$ cat src/rtl/csrx_pkg.sv
package csrx_pkg;

    typedef enum logic [1:0] {
        ST_IDLE  = 2'd0,
        ST_READY = 2'd1,
        ST_SHIFT = 2'd2
    } rx_state_e;

    localparam logic [1:0] ADDR_TXD  = 2'd0;
    localparam logic [1:0] ADDR_CTRL = 2'd1;
    localparam logic [1:0] ADDR_RXB  = 2'd2;
    localparam logic [1:0] ADDR_STAT = 2'd3;

    localparam int CTL_RXEN = 0;
    localparam int CTL_TXEN = 1;
    localparam int CTL_FALL = 2;
    localparam int CTL_INV  = 3;
    localparam int CTL_MSB  = 4;
    localparam int CTL_IRQ  = 5;

    localparam int STAT_DONE = 0;
    localparam int STAT_IRQ  = 1;

endpackage

$ cat src/rtl/csrx_sync.sv
module csrx_sync #(
    parameter int STAGES = 2
) (
    input  logic clk_i,
    input  logic rst_ni,
    input  logic sclk_i,
    input  logic rxd_i,
    input  logic fall_sel_i,
    output logic edge_o,
    output logic bit_o
);

    logic [STAGES-1:0] ck_pipe;
    logic [STAGES-1:0] dt_pipe;
    logic              ck_prev;

    genvar g;
    generate
        for (g = 0; g < STAGES; g++) begin : g_stage
            if (g == 0) begin : g_first
                always_ff @(posedge clk_i or negedge rst_ni) begin
                    if (!rst_ni) begin
                        ck_pipe[0] <= 1'b0;
                        dt_pipe[0] <= 1'b0;
                    end else begin
                        ck_pipe[0] <= sclk_i;
                        dt_pipe[0] <= rxd_i;
                    end
                end
            end else begin : g_next
                always_ff @(posedge clk_i or negedge rst_ni) begin
                    if (!rst_ni) begin
                        ck_pipe[g] <= 1'b0;
                        dt_pipe[g] <= 1'b0;
                    end else begin
                        ck_pipe[g] <= ck_pipe[g-1];
                        dt_pipe[g] <= dt_pipe[g-1];
                    end
                end
            end
        end
    endgenerate

    always_ff @(posedge clk_i or negedge rst_ni) begin
        if (!rst_ni) ck_prev <= 1'b0;
        else         ck_prev <= ck_pipe[STAGES-1];
    end

    always_comb begin
        if (fall_sel_i) edge_o = ck_prev & ~ck_pipe[STAGES-1];
        else            edge_o = ~ck_prev & ck_pipe[STAGES-1];
        bit_o = dt_pipe[STAGES-1];
    end


    edge_pulse_chk: assert property (@(posedge clk_i) disable iff (!rst_ni)
        edge_o |=> (!edge_o || !$stable(fall_sel_i)));

endmodule

$ cat src/rtl/csrx_shift.sv
module csrx_shift #(
    parameter int DATA_W = 8
) (
    input  logic              clk_i,
    input  logic              rst_ni,
    input  logic              clr_i,
    input  logic              take_i,
    input  logic              bit_i,
    input  logic              msb_first_i,
    input  logic              invert_i,
    output logic [DATA_W-1:0] next_o
);

    logic [DATA_W-1:0] sr_q;
    logic              bit_v;

    always_comb begin
        bit_v = bit_i ^ invert_i;
        if (msb_first_i) next_o = {sr_q[DATA_W-2:0], bit_v};
        else             next_o = {bit_v, sr_q[DATA_W-1:1]};
    end

    always_ff @(posedge clk_i or negedge rst_ni) begin
        if (!rst_ni)      sr_q <= '0;
        else if (clr_i)   sr_q <= '0;
        else if (take_i)  sr_q <= next_o;
    end


    clr_empty_chk: assert property (@(posedge clk_i) disable iff (!rst_ni)
        clr_i |=> (sr_q == '0));

endmodule

$ cat src/rtl/csrx_ctrl.sv
module csrx_ctrl
    import csrx_pkg::*;
#(
    parameter int DATA_W = 8
) (
    input  logic clk_i,
    input  logic rst_ni,
    input  logic arm_req_i,
    input  logic en_ok_i,
    input  logic sample_i,
    output logic take_o,
    output logic done_o,
    output logic abort_o,
    output logic clr_o,
    output logic rts_no
);

    localparam int CNT_W = (DATA_W > 2) ? $clog2(DATA_W) : 1;
    localparam logic [CNT_W-1:0] LAST = CNT_W'(DATA_W - 1);

    rx_state_e        state_q, state_d;
    logic [CNT_W-1:0] cnt_q;

    always_comb begin
        state_d = state_q;
        unique case (state_q)
            ST_IDLE: begin
                if (arm_req_i) state_d = ST_READY;
            end
            ST_READY: begin
                if (!en_ok_i)      state_d = ST_IDLE;
                else if (sample_i) state_d = ST_SHIFT;
            end
            ST_SHIFT: begin
                if (!en_ok_i)                          state_d = ST_IDLE;
                else if (sample_i && (cnt_q == LAST))  state_d = ST_IDLE;
            end
            default: state_d = ST_IDLE;
        endcase
    end

    always_ff @(posedge clk_i or negedge rst_ni) begin
        if (!rst_ni) state_q <= ST_IDLE;
        else         state_q <= state_d;
    end

    always_comb begin
        take_o  = 1'b0;
        done_o  = 1'b0;
        abort_o = 1'b0;
        clr_o   = 1'b0;
        rts_no  = 1'b1;
        unique case (state_q)
            ST_IDLE: begin
                clr_o = 1'b1;
            end
            ST_READY: begin
                rts_no  = 1'b0;
                abort_o = !en_ok_i;
                take_o  = en_ok_i && sample_i;
            end
            ST_SHIFT: begin
                rts_no  = 1'b0;
                abort_o = !en_ok_i;
                take_o  = en_ok_i && sample_i;
                done_o  = en_ok_i && sample_i && (cnt_q == LAST);
            end
            default: clr_o = 1'b1;
        endcase
    end

    always_ff @(posedge clk_i or negedge rst_ni) begin
        if (!rst_ni)                          cnt_q <= '0;
        else if (clr_o || abort_o || done_o)  cnt_q <= '0;
        else if (take_o)                      cnt_q <= cnt_q + 1'b1;
    end


    cnt_range_chk: assert property (@(posedge clk_i) disable iff (!rst_ni)
        cnt_q <= LAST);


    rts_arm_chk: assert property (@(posedge clk_i) disable iff (!rst_ni)
        $fell(rts_no) |-> $past(arm_req_i));


    abort_rts_chk: assert property (@(posedge clk_i) disable iff (!rst_ni)
        (!rts_no && !en_ok_i) |=> rts_no);


    idle_hold_chk: assert property (@(posedge clk_i) disable iff (!rst_ni)
        (rts_no && !arm_req_i) |=> rts_no);

endmodule

$ cat src/rtl/csync_rx.sv
module csync_rx
    import csrx_pkg::*;
#(
    parameter int DATA_W      = 8,
    parameter int SYNC_STAGES = 2
) (
    input  logic              clk_i,
    input  logic              rst_ni,
    input  logic              sclk_i,
    input  logic              rxd_i,
    input  logic              bus_wr_i,
    input  logic              bus_rd_i,
    input  logic [1:0]        bus_addr_i,
    input  logic [DATA_W-1:0] bus_wdata_i,
    output logic [DATA_W-1:0] bus_rdata_o,
    output logic              rts_no,
    output logic              irq_o
);

    logic [DATA_W-1:0] ctrl_q;
    logic [DATA_W-1:0] rxbuf_q;
    logic              dummy_q;
    logic              cmpl_q;
    logic              irq_q;

    logic edge_s, bit_s;
    logic take_s, done_s, abort_s, clr_s;
    logic en_ok, arm_req;
    logic wr_txd, wr_ctrl, rd_rxb;
    logic [DATA_W-1:0] word_s;

    assign en_ok   = ctrl_q[CTL_RXEN] & ctrl_q[CTL_TXEN];
    assign arm_req = dummy_q & en_ok;
    assign wr_txd  = bus_wr_i && (bus_addr_i == ADDR_TXD);
    assign wr_ctrl = bus_wr_i && (bus_addr_i == ADDR_CTRL);
    assign rd_rxb  = bus_rd_i && (bus_addr_i == ADDR_RXB);

    csrx_sync #(.STAGES(SYNC_STAGES)) sync_i (
        .clk_i      (clk_i),
        .rst_ni     (rst_ni),
        .sclk_i     (sclk_i),
        .rxd_i      (rxd_i),
        .fall_sel_i (ctrl_q[CTL_FALL]),
        .edge_o     (edge_s),
        .bit_o      (bit_s)
    );

    csrx_ctrl #(.DATA_W(DATA_W)) ctrl_i (
        .clk_i     (clk_i),
        .rst_ni    (rst_ni),
        .arm_req_i (arm_req),
        .en_ok_i   (en_ok),
        .sample_i  (edge_s),
        .take_o    (take_s),
        .done_o    (done_s),
        .abort_o   (abort_s),
        .clr_o     (clr_s),
        .rts_no    (rts_no)
    );

    csrx_shift #(.DATA_W(DATA_W)) shift_i (
        .clk_i       (clk_i),
        .rst_ni      (rst_ni),
        .clr_i       (clr_s),
        .take_i      (take_s),
        .bit_i       (bit_s),
        .msb_first_i (ctrl_q[CTL_MSB]),
        .invert_i    (ctrl_q[CTL_INV]),
        .next_o      (word_s)
    );

    always_ff @(posedge clk_i or negedge rst_ni) begin
        if (!rst_ni) begin
            ctrl_q <= '0;
        end else if (wr_ctrl) begin
            ctrl_q          <= bus_wdata_i;
            ctrl_q[CTL_IRQ] <= 1'b0;
        end
    end

    always_ff @(posedge clk_i or negedge rst_ni) begin
        if (!rst_ni)                  dummy_q <= 1'b0;
        else if (wr_txd)              dummy_q <= 1'b1;
        else if (done_s || abort_s)   dummy_q <= 1'b0;
    end

    always_ff @(posedge clk_i or negedge rst_ni) begin
        if (!rst_ni)     rxbuf_q <= '0;
        else if (done_s) rxbuf_q <= word_s;
    end

    always_ff @(posedge clk_i or negedge rst_ni) begin
        if (!rst_ni)     cmpl_q <= 1'b0;
        else if (done_s) cmpl_q <= 1'b1;
        else if (rd_rxb) cmpl_q <= 1'b0;
    end

    always_ff @(posedge clk_i or negedge rst_ni) begin
        if (!rst_ni)                                irq_q <= 1'b0;
        else if (done_s)                            irq_q <= 1'b1;
        else if (wr_ctrl && !bus_wdata_i[CTL_IRQ])  irq_q <= 1'b0;
    end

    always_comb begin
        bus_rdata_o = '0;
        unique case (bus_addr_i)
            ADDR_TXD:  bus_rdata_o = '0;
            ADDR_CTRL: begin
                bus_rdata_o          = ctrl_q;
                bus_rdata_o[CTL_IRQ] = irq_q;
            end
            ADDR_RXB:  bus_rdata_o = rxbuf_q;
            ADDR_STAT: begin
                bus_rdata_o[STAT_DONE] = cmpl_q;
                bus_rdata_o[STAT_IRQ]  = irq_q;
            end
            default:   bus_rdata_o = '0;
        endcase
        irq_o = irq_q;
    end


    done_flag_chk: assert property (@(posedge clk_i) disable iff (!rst_ni)
        done_s |=> (cmpl_q && irq_q && rts_no));


    rd_clear_chk: assert property (@(posedge clk_i) disable iff (!rst_ni)
        (rd_rxb && !done_s) |=> !cmpl_q);


    irq_hold_chk: assert property (@(posedge clk_i) disable iff (!rst_ni)
        (irq_q && !(wr_ctrl && !bus_wdata_i[CTL_IRQ])) |=> irq_q);


    buf_hold_chk: assert property (@(posedge clk_i) disable iff (!rst_ni)
        !done_s |=> $stable(rxbuf_q));

endmodule

$ cat config.mk
export PLATFORM = sky130hd
export DESIGN_NAME = csync_rx
export DESIGN_NICKNAME = d
export VERILOG_FILES = /design/src/rtl/csrx_pkg.sv /design/src/rtl/csrx_sync.sv /design/src/rtl/csrx_shift.sv /design/src/rtl/csrx_ctrl.sv /design/src/rtl/csync_rx.sv
export SDC_FILE = /design/constraint.sdc
export NUM_CORES = 1
export LEC_CHECK = 0
export ABC_AREA = 1
export CELL_PAD_IN_SITES_DETAIL_PLACEMENT = 1
export CELL_PAD_IN_SITES_GLOBAL_PLACEMENT = 1
export CORE_MARGIN = 8
export CORE_UTILIZATION = 41
export DETAILED_ROUTE_END_ITERATION = 8
export PLACE_DENSITY_LB_ADDON = 0.1
export SLEW_MARGIN = 20
export SYNTH_ARGS = -nofsm -noshare
export SYNTH_HDL_FRONTEND = slang
export SYNTH_SLANG_ARGS = --single-unit
$ cat constraint.sdc
create_clock -name clk_i -period 1.5 [get_ports clk_i]
set_input_delay 0.225 -clock clk_i [delete_from_list [all_inputs] [get_ports clk_i]]
set_output_delay 0.225 -clock clk_i [all_outputs]
set_load 0.05 [all_outputs]
==> impl_results.md, run 1 <==
* Wire length on met3 at between 150 and 200 um
* Yosys top cell area share at between 40% and 50%
* Fin crit period at 1.442 ns
* Overall Global Routing Usage at 15.90%
* Rows at 24
* Die Width at 83 um
* Cell taking the most area after synthesis: dfrtp_1
* Power Density at approximately 1200 mW/mm2
* Initial antenna violation count at 0
* Yosys warns at 0
* # H-tree levels at 2
* Logic pwr share at roughly two fifths
* CTS Buffer Depth at 2
* Leak at roughly 1.3 nW
* Wire per inst at about 18 um
* Critical Path Max Stage Delay at between 0.3 and 0.4 ns
* Antenna cells at 0
* Design Power at ~3.2 mW
* Post-synthesis sequential area ratio at ~49%
* Max-Cap Viols at 0
* Mapped Area at 0.001841 mm2
* # nets final at roughly 270
* Met1 wire length at around 2100 um
* Placed Cells at about 290
* CP Launch Type: flop
* Core Box Area at about 0.0044 mm2
* Period utilization at 96.12%
* DR DRC count at 0
* Worst-path cell chain: inv_2 -> ha_4 -> inv_6 -> buf_12
* Critical path arrival at between 1 and 1.5 ns
* Reg-to-Reg Start: ctrl_i.state_q[0]$_DFFE_PN0P_
* Final Hold Viols at 0
* Max VDD drop at around 540 uV
* GP Congestion at between 0.7 and 0.8
* Worst endpoint required time at between 1 and 1.5 ns
* R2R depth at 9
* CP Capture Type: primary output
* Sw Ratio at between 30% and 40%
* Iteration-0 DRC Markers at 48
* CTS tree: built
* # fillers at roughly 480
* Uppermost layer routed: met4
* Worst R2R Setup Slack at approximately 0.090 ns
* Final wirelength at approximately 5400 um
* Hold_buf cts at 0
* FMAX at between 600 and 700 MHz
* Register Area at around 900 um2
* Vias in the first global route at around 1,800
* DR vias/cell at 5.156
* Area of the multi-input gates at approximately 1000 um2
* Worst hold slack at around 0.30 ns
* Total CTS buffers at 5
* Die area at around 0.0069 mm2
* CTS Sinks at 36
* Flop pwr share at ~36%
* Worst path slowest cell: dfrtp_1
* IO buf count at 25
* Top post-synthesis cells by area: dfrtp_1 (49%), nand2_1 (12%), ha_1 (6.8%), inv_1 (4.7%), o21ai_2 (3.8%)
* Worst-margin pin slew at about 0.42 ns
* Syn nets at 226
* Routed length on met2 at roughly 2900 um
* Fin Clk Skew at 0.006182 ns
* Synth Register Bits at 36
* Finished Layout Cells at approximately 300
* Largest net degree at the start of global routing at 37
* CTS Root Cell: clkbuf_8
* CTS clk-pin slew, worst paths at ~0.070 ns
* Crit path max fanout at 3
* Status: complete, no violations
* Setup violations, final at 0
* Slew HR at a little under three quarters
* Detail Route Antenna Nets at 0
* R2r endpoint: rxbuf_q[5]$_DFFE_PN0P_
* Gr ovfl total at 0
* DR vias at approximately 1,600
* Clock network power share at 23.0%
* First-pass iteration count of the detailed router at 4
* Post-synthesis cell type count at 26
* Internal Pwr Total at between 2 and 2.5 mW
* Clk_lat worst skew at ~0.29 ns
* IO Pins at 26
* Mapped Cells at 200
* Post-DP HPWL at 3771 um
* Max Transition Viols Final at 0
* Crit path kind: flop to primary output
* Synth-to-layout area growth at 48.61%
* Die H at roughly 83 um
* Hold Crit Class: primary input to async pin
* Initial Util at 42.27%
* Synthesized area per cell at 9.203 um2
* First-pass GRT wire length at 9025 um
* Psw at 1.195 mW
* Layout cells sized above 1 at 39.76%
## per-stage QoR
stage	instance area, um2	TNS, ns	setup WS [ns]	utilization (%)
2_1_floorplan	1863	0	0.0006208	-
3_3_place_gp	2390	-4.232	-0.2979	54.89
3_5_place_dp	2390	-5.289	-0.3683	54.89
4_1_cts	2629	0	0.005036	60.37
5_1_grt	2735	-0.002526	-0.002526	62.82
6_report	2735	0	0.05821	62.82
## final cells by class
class,instances,area share [%]
clock buffers,7,3.156
flip-flops and latches,36,33.03
clock inverters,1,0.2745
repair buffers,46,20.91
well taps,52,2.379
inverters,26,3.843
multi-input cells,133,36.41
## how the worst max path moves through the flow
stage / start / to / cells past startpoint
6_report: ctrl_i.state_q[0]$_DFFE_PN0P_ / rts_no / 4
3_3_place_gp: bus_addr_i[0] / bus_rdata_o[7] / 7
5_1_grt: ctrl_i.state_q[0]$_DFFE_PN0P_ / rxbuf_q[5]$_DFFE_PN0P_ / 9
3_5_place_dp: bus_addr_i[1] / ctrl_q[7]$_DFFE_PN0N_ / 6
2_1_floorplan: bus_addr_i[0] / bus_rdata_o[2] / 5
4_1_cts: bus_addr_i[1] / bus_rdata_o[0] / 9
## registers in the layout, indices dropped and copies added (netlist names)
name            count
sync_i.ck_prev      1
sync_i.bit_o        1
ctrl_i.cnt_q        3
ctrl_q              7
sync_i.dt_pipe      1
cmpl_q              1
irq_o               1
ctrl_i.state_q      2
sync_i.ck_pipe      2
dummy_q             1
shift_i.sr_q        8
rxbuf_q             8
## synth_stat cells, drive strengths merged
master  number
dfrtp       36
buf          4
a21oi        9
nand3       15
o22ai        5
ha          10
xor2         1
nand2       62
o21ai       18
clkbuf       1
mux2i        1
nor2         6
mux2         5
inv         26
o211ai       1
## cell usage in the layout (no fill, tap or decap), types with 2 or more instances in the layout
master / Yosys / layout
a21oi_1: 8 / 2
a21oi_4: 0 / 6
buf_12: 0 / 13
buf_4: 1 / 12
buf_6: 2 / 5
clkbuf_8: 0 / 6
clkdlybuf4s50_1: 0 / 13
dfrtp_1: 36 / 34
dfrtp_2: 0 / 2
ha_1: 10 / 5
ha_4: 0 / 5
inv_1: 23 / 17
inv_2: 3 / 7
mux2_2: 5 / 5
nand2_1: 57 / 46
nand2_2: 3 / 8
nand2_4: 2 / 8
nand3_1: 12 / 11
nand3_2: 2 / 3
nor2_1: 4 / 4
nor2_4: 2 / 2
o21ai_0: 9 / 9
o21ai_2: 8 / 8
o22ai_1: 5 / 5
## cell families after synthesis
| logic type | after synthesis | synth area share (%) |
|---|---|---|
| and+or+nand+nor | 83 | 21.21 |
| AOI/OAI and AO/OA | 33 | 11.56 |
| muxes | 6 | 3.603 |
| xor gates and xnor gates | 1 | 0.4760 |
| adders and majority gates | 10 | 6.798 |
| DFF | 36 | 48.95 |
| buffers and inverters | 31 | 7.409 |
## worst max-delay path, delay by kind of cell (launching register included)
kind	cells	cell delay, ns
buf+inv	3	0.26
flops	1	0.37
fa+ha+maj	1	0.30
## what timing repair did
| item | 4_1_cts | 5_1_grt |
|---|---|---|
| cloned | 1 | 1 |
| setup buffers | 4 | 1 |
| resized for setup | 29 | 27 |
| pin swaps | 5 | 8 |
| setup endpoints to repair | 14 | 20 |
## per-layer routing
layer	vias to the layer above	GRT usage, %
met1	773	17.44
met4	0	6.070
met3	15	3.613
li1	734	-
met5	-	0
met2	30	28.78
## power by group through the flow
| stage | sequential [mW] | combinational, mW | clock [mW] |
|---|---|---|---|
| after floorplan | 1.14 | 0.645 | 0 |
| after global placement | 1.16 | 1.09 | 0 |
| after detailed placement | 1.17 | 1.13 | 0 |
| after CTS | 1.15 | 1.28 | 0.749 |
| after global routing | 1.16 | 1.43 | 0.800 |
| final | 1.15 | 1.32 | 0.740 |
Note: power is estimated with default switching activity, not from simulation.
==> run 2: changes to the inputs <==
--- a/config.mk
+++ b/config.mk
@@ -9,9 +9,10 @@
 export CELL_PAD_IN_SITES_DETAIL_PLACEMENT = 1
 export CELL_PAD_IN_SITES_GLOBAL_PLACEMENT = 1
 export CORE_MARGIN = 8
-export CORE_UTILIZATION = 41
+export CORE_UTILIZATION = 40
+export CTS_CLUSTER_SIZE = 30
 export DETAILED_ROUTE_END_ITERATION = 8
-export PLACE_DENSITY_LB_ADDON = 0.1
+export PLACE_DENSITY_LB_ADDON = 0.2
 export SLEW_MARGIN = 20
 export SYNTH_ARGS = -nofsm -noshare
 export SYNTH_HDL_FRONTEND = slang
==> impl_results.md, run 2 (synthesis results as in run 1) <==
* Status: complete, no violations
* CTS Sinks at 36
* Critical path arrival at 1.23 ns
* Worst endpoint required time at about 1.3 ns
* Final wirelength at ~5200 um
* Period utilization at 97.17%
* # nets final at approximately 280
* Fin crit period at 1.458 ns
* Most frequent cells in the layout: nand2_1 (56), dfrtp_1 (34), buf_4 (19)
* Core Box Area at between 0.004 and 0.005 mm2
* DR vias at 1,533
* Leak at 1.242 nW
* Max Transition Viols Final at 0
* # H-tree levels at 2
* Initial antenna violation count at 0
* IO Pins at 26
* Synth-to-layout area growth at 41.33%
* Crit path max fanout at 3
* CTS Root Cell: clkbuf_8
* Crit path kind: flop to primary output
* Hold_buf cts at 0
* Max-Cap Viols at 0
* CP Capture Type: primary output
* Total CTS buffers at 5
* RSZ-0062 raised after global routing: true
* First-pass iteration count of the detailed router at 4
* FMAX at between 600 and 700 MHz
* CTS tree: built
* Post-DP HPWL at 3574 um
* DR vias/cell at slightly above 5
* GP Congestion at 0.7849
* Overall Global Routing Usage at between 10% and 20%
* # fillers at 501
* Vias in the first global route at between 1,500 and 2,000
* Most common cell after layout, fill and taps aside: nand2_1
* CTS Buffer Depth at 2
* Largest regs: rxbuf_q x8, shift_i.sr_q x8, ctrl_q x7
* Power Density at roughly 1300 mW/mm2
* Rows at 24
* Worst-margin pin slew at between 0.4 and 0.5 ns
* Die area at around 0.0070 mm2
* Clk_lat worst skew at 0.30 ns
* Iteration-0 DRC Markers at 38
* IO buf count at 25
* Layout cells sized above 1 at 35.86%
* Max VDD drop at roughly 730 uV
* Design Power at approximately 3.3 mW
* Final Hold Viols at 0
* Detail Route Antenna Nets at 0
* DR DRC count at 0
* Gr ovfl total at 0
* Antenna cells at 0
* CTS clk-pin slew, worst paths at 0.08 ns
* Largest net degree at the start of global routing at 37
* Setup violations, final at 0
* Fin Clk Skew at ~0.0050 ns
* CP Launch Type: flop
* Slew HR at slightly below 70%
* Initial Util at between 40% and 50%
* Worst hold slack at about 0.3 ns
* First-pass GRT wire length at around 9000 um
* Die Width at between 80 and 90 um
* Wire per inst at about 17 um
* Hold Crit Class: primary input to async pin
* Die H at roughly 84 um
==> run 2: changes by cell type in the layout (fill, tap and decap cells not counted), moves of 2 or more <==
cell / change
nand2_1: +10
buf_4: +7
nand2_4: -6
a21oi_2: +5
a21oi_4: -5
nand2_2: -4
buf_6: -3
ha_1: +2
ha_4: -2
inv_2: +2
==> run 2: cell type report <==
| type | count | area, um2 | area share [%] |
|---|---|---|---|
| Multi-Input combinational cell | 133 | 873.3 | 33.57 |
| Tap cell | 52 | 65.06 | 2.501 |
| Clock inverter | 3 | 42.54 | 1.635 |
| Timing Repair Buffer | 48 | 545.5 | 20.97 |
| Inverter | 26 | 102.6 | 3.944 |
| Clock buffer | 5 | 68.82 | 2.646 |
| Sequential cell | 36 | 903.4 | 34.73 |
==> run 2: final timing paths <==
path / from / endpoint / slack (ns) / cells past startpoint
worst max register to register: ctrl_i.state_q[0]$_DFFE_PN0P_ / rxbuf_q[1]$_DFFE_PN0P_ / 0.05 / 9
worst min-delay path: rst_ni / shift_i.sr_q[4]$_DFFE_PN0P_ / 0.30 / 2
max in group asynchronous: rst_ni / ctrl_q[4]$_DFFE_PN0N_ / 1.00 / 2
min in group clk_i: sync_i.ck_pipe[0]$_DFF_PN0_ / sync_i.ck_pipe[1]$_DFF_PN0_ / 0.35 / 0
worst max-delay path: ctrl_i.state_q[0]$_DFFE_PN0P_ / rts_no / 0.04 / 4
worst min register to register: sync_i.ck_pipe[0]$_DFF_PN0_ / sync_i.ck_pipe[1]$_DFF_PN0_ / 0.35 / 0
==> run 2: critical path, stage by stage, from the launching register on <==
cell	delay, ns
dfrtp_1	0.38
inv_2	0.07
ha_4	0.30
inv_6	0.05
buf_12	0.14
==> run 2: through the flow <==
step	setup slack [ns]	setup TNS [ns]	util, %	cell area [um2]	std cells
global route	-0.01922	-0.07018	59.33	2601	303
floorplan	0.0006208	0	-	1863	200
finish	0.04238	0	59.33	2601	303
global placement	-0.3098	-3.628	53.88	2362	285
CTS	0.001177	0	58.79	2577	299
detailed placement	-0.3634	-4.242	53.88	2362	285
==> run 2: layer usage <==
layer	GRT usage (%)	part of all wire (%)
met1	18.85	44
met2	26.46	51
met3	4.297	2.8
met4	6.436	2.0
met5	0	0
==> run 2: report_power, final <==
part	internal [mW]	total (mW)	switching, mW
Sequential	1.07	1.14	0.0779
Combinational	0.590	1.32	0.731
Clock	0.492	0.867	0.376
==> run 2: timing repair <==
action                     in CTS  in global routing
setup endpoints to repair      10                 21
buffers inserted                6                  4
gates cloned                    1                  0
pin swaps                       5                  3
resized for setup              22                  7
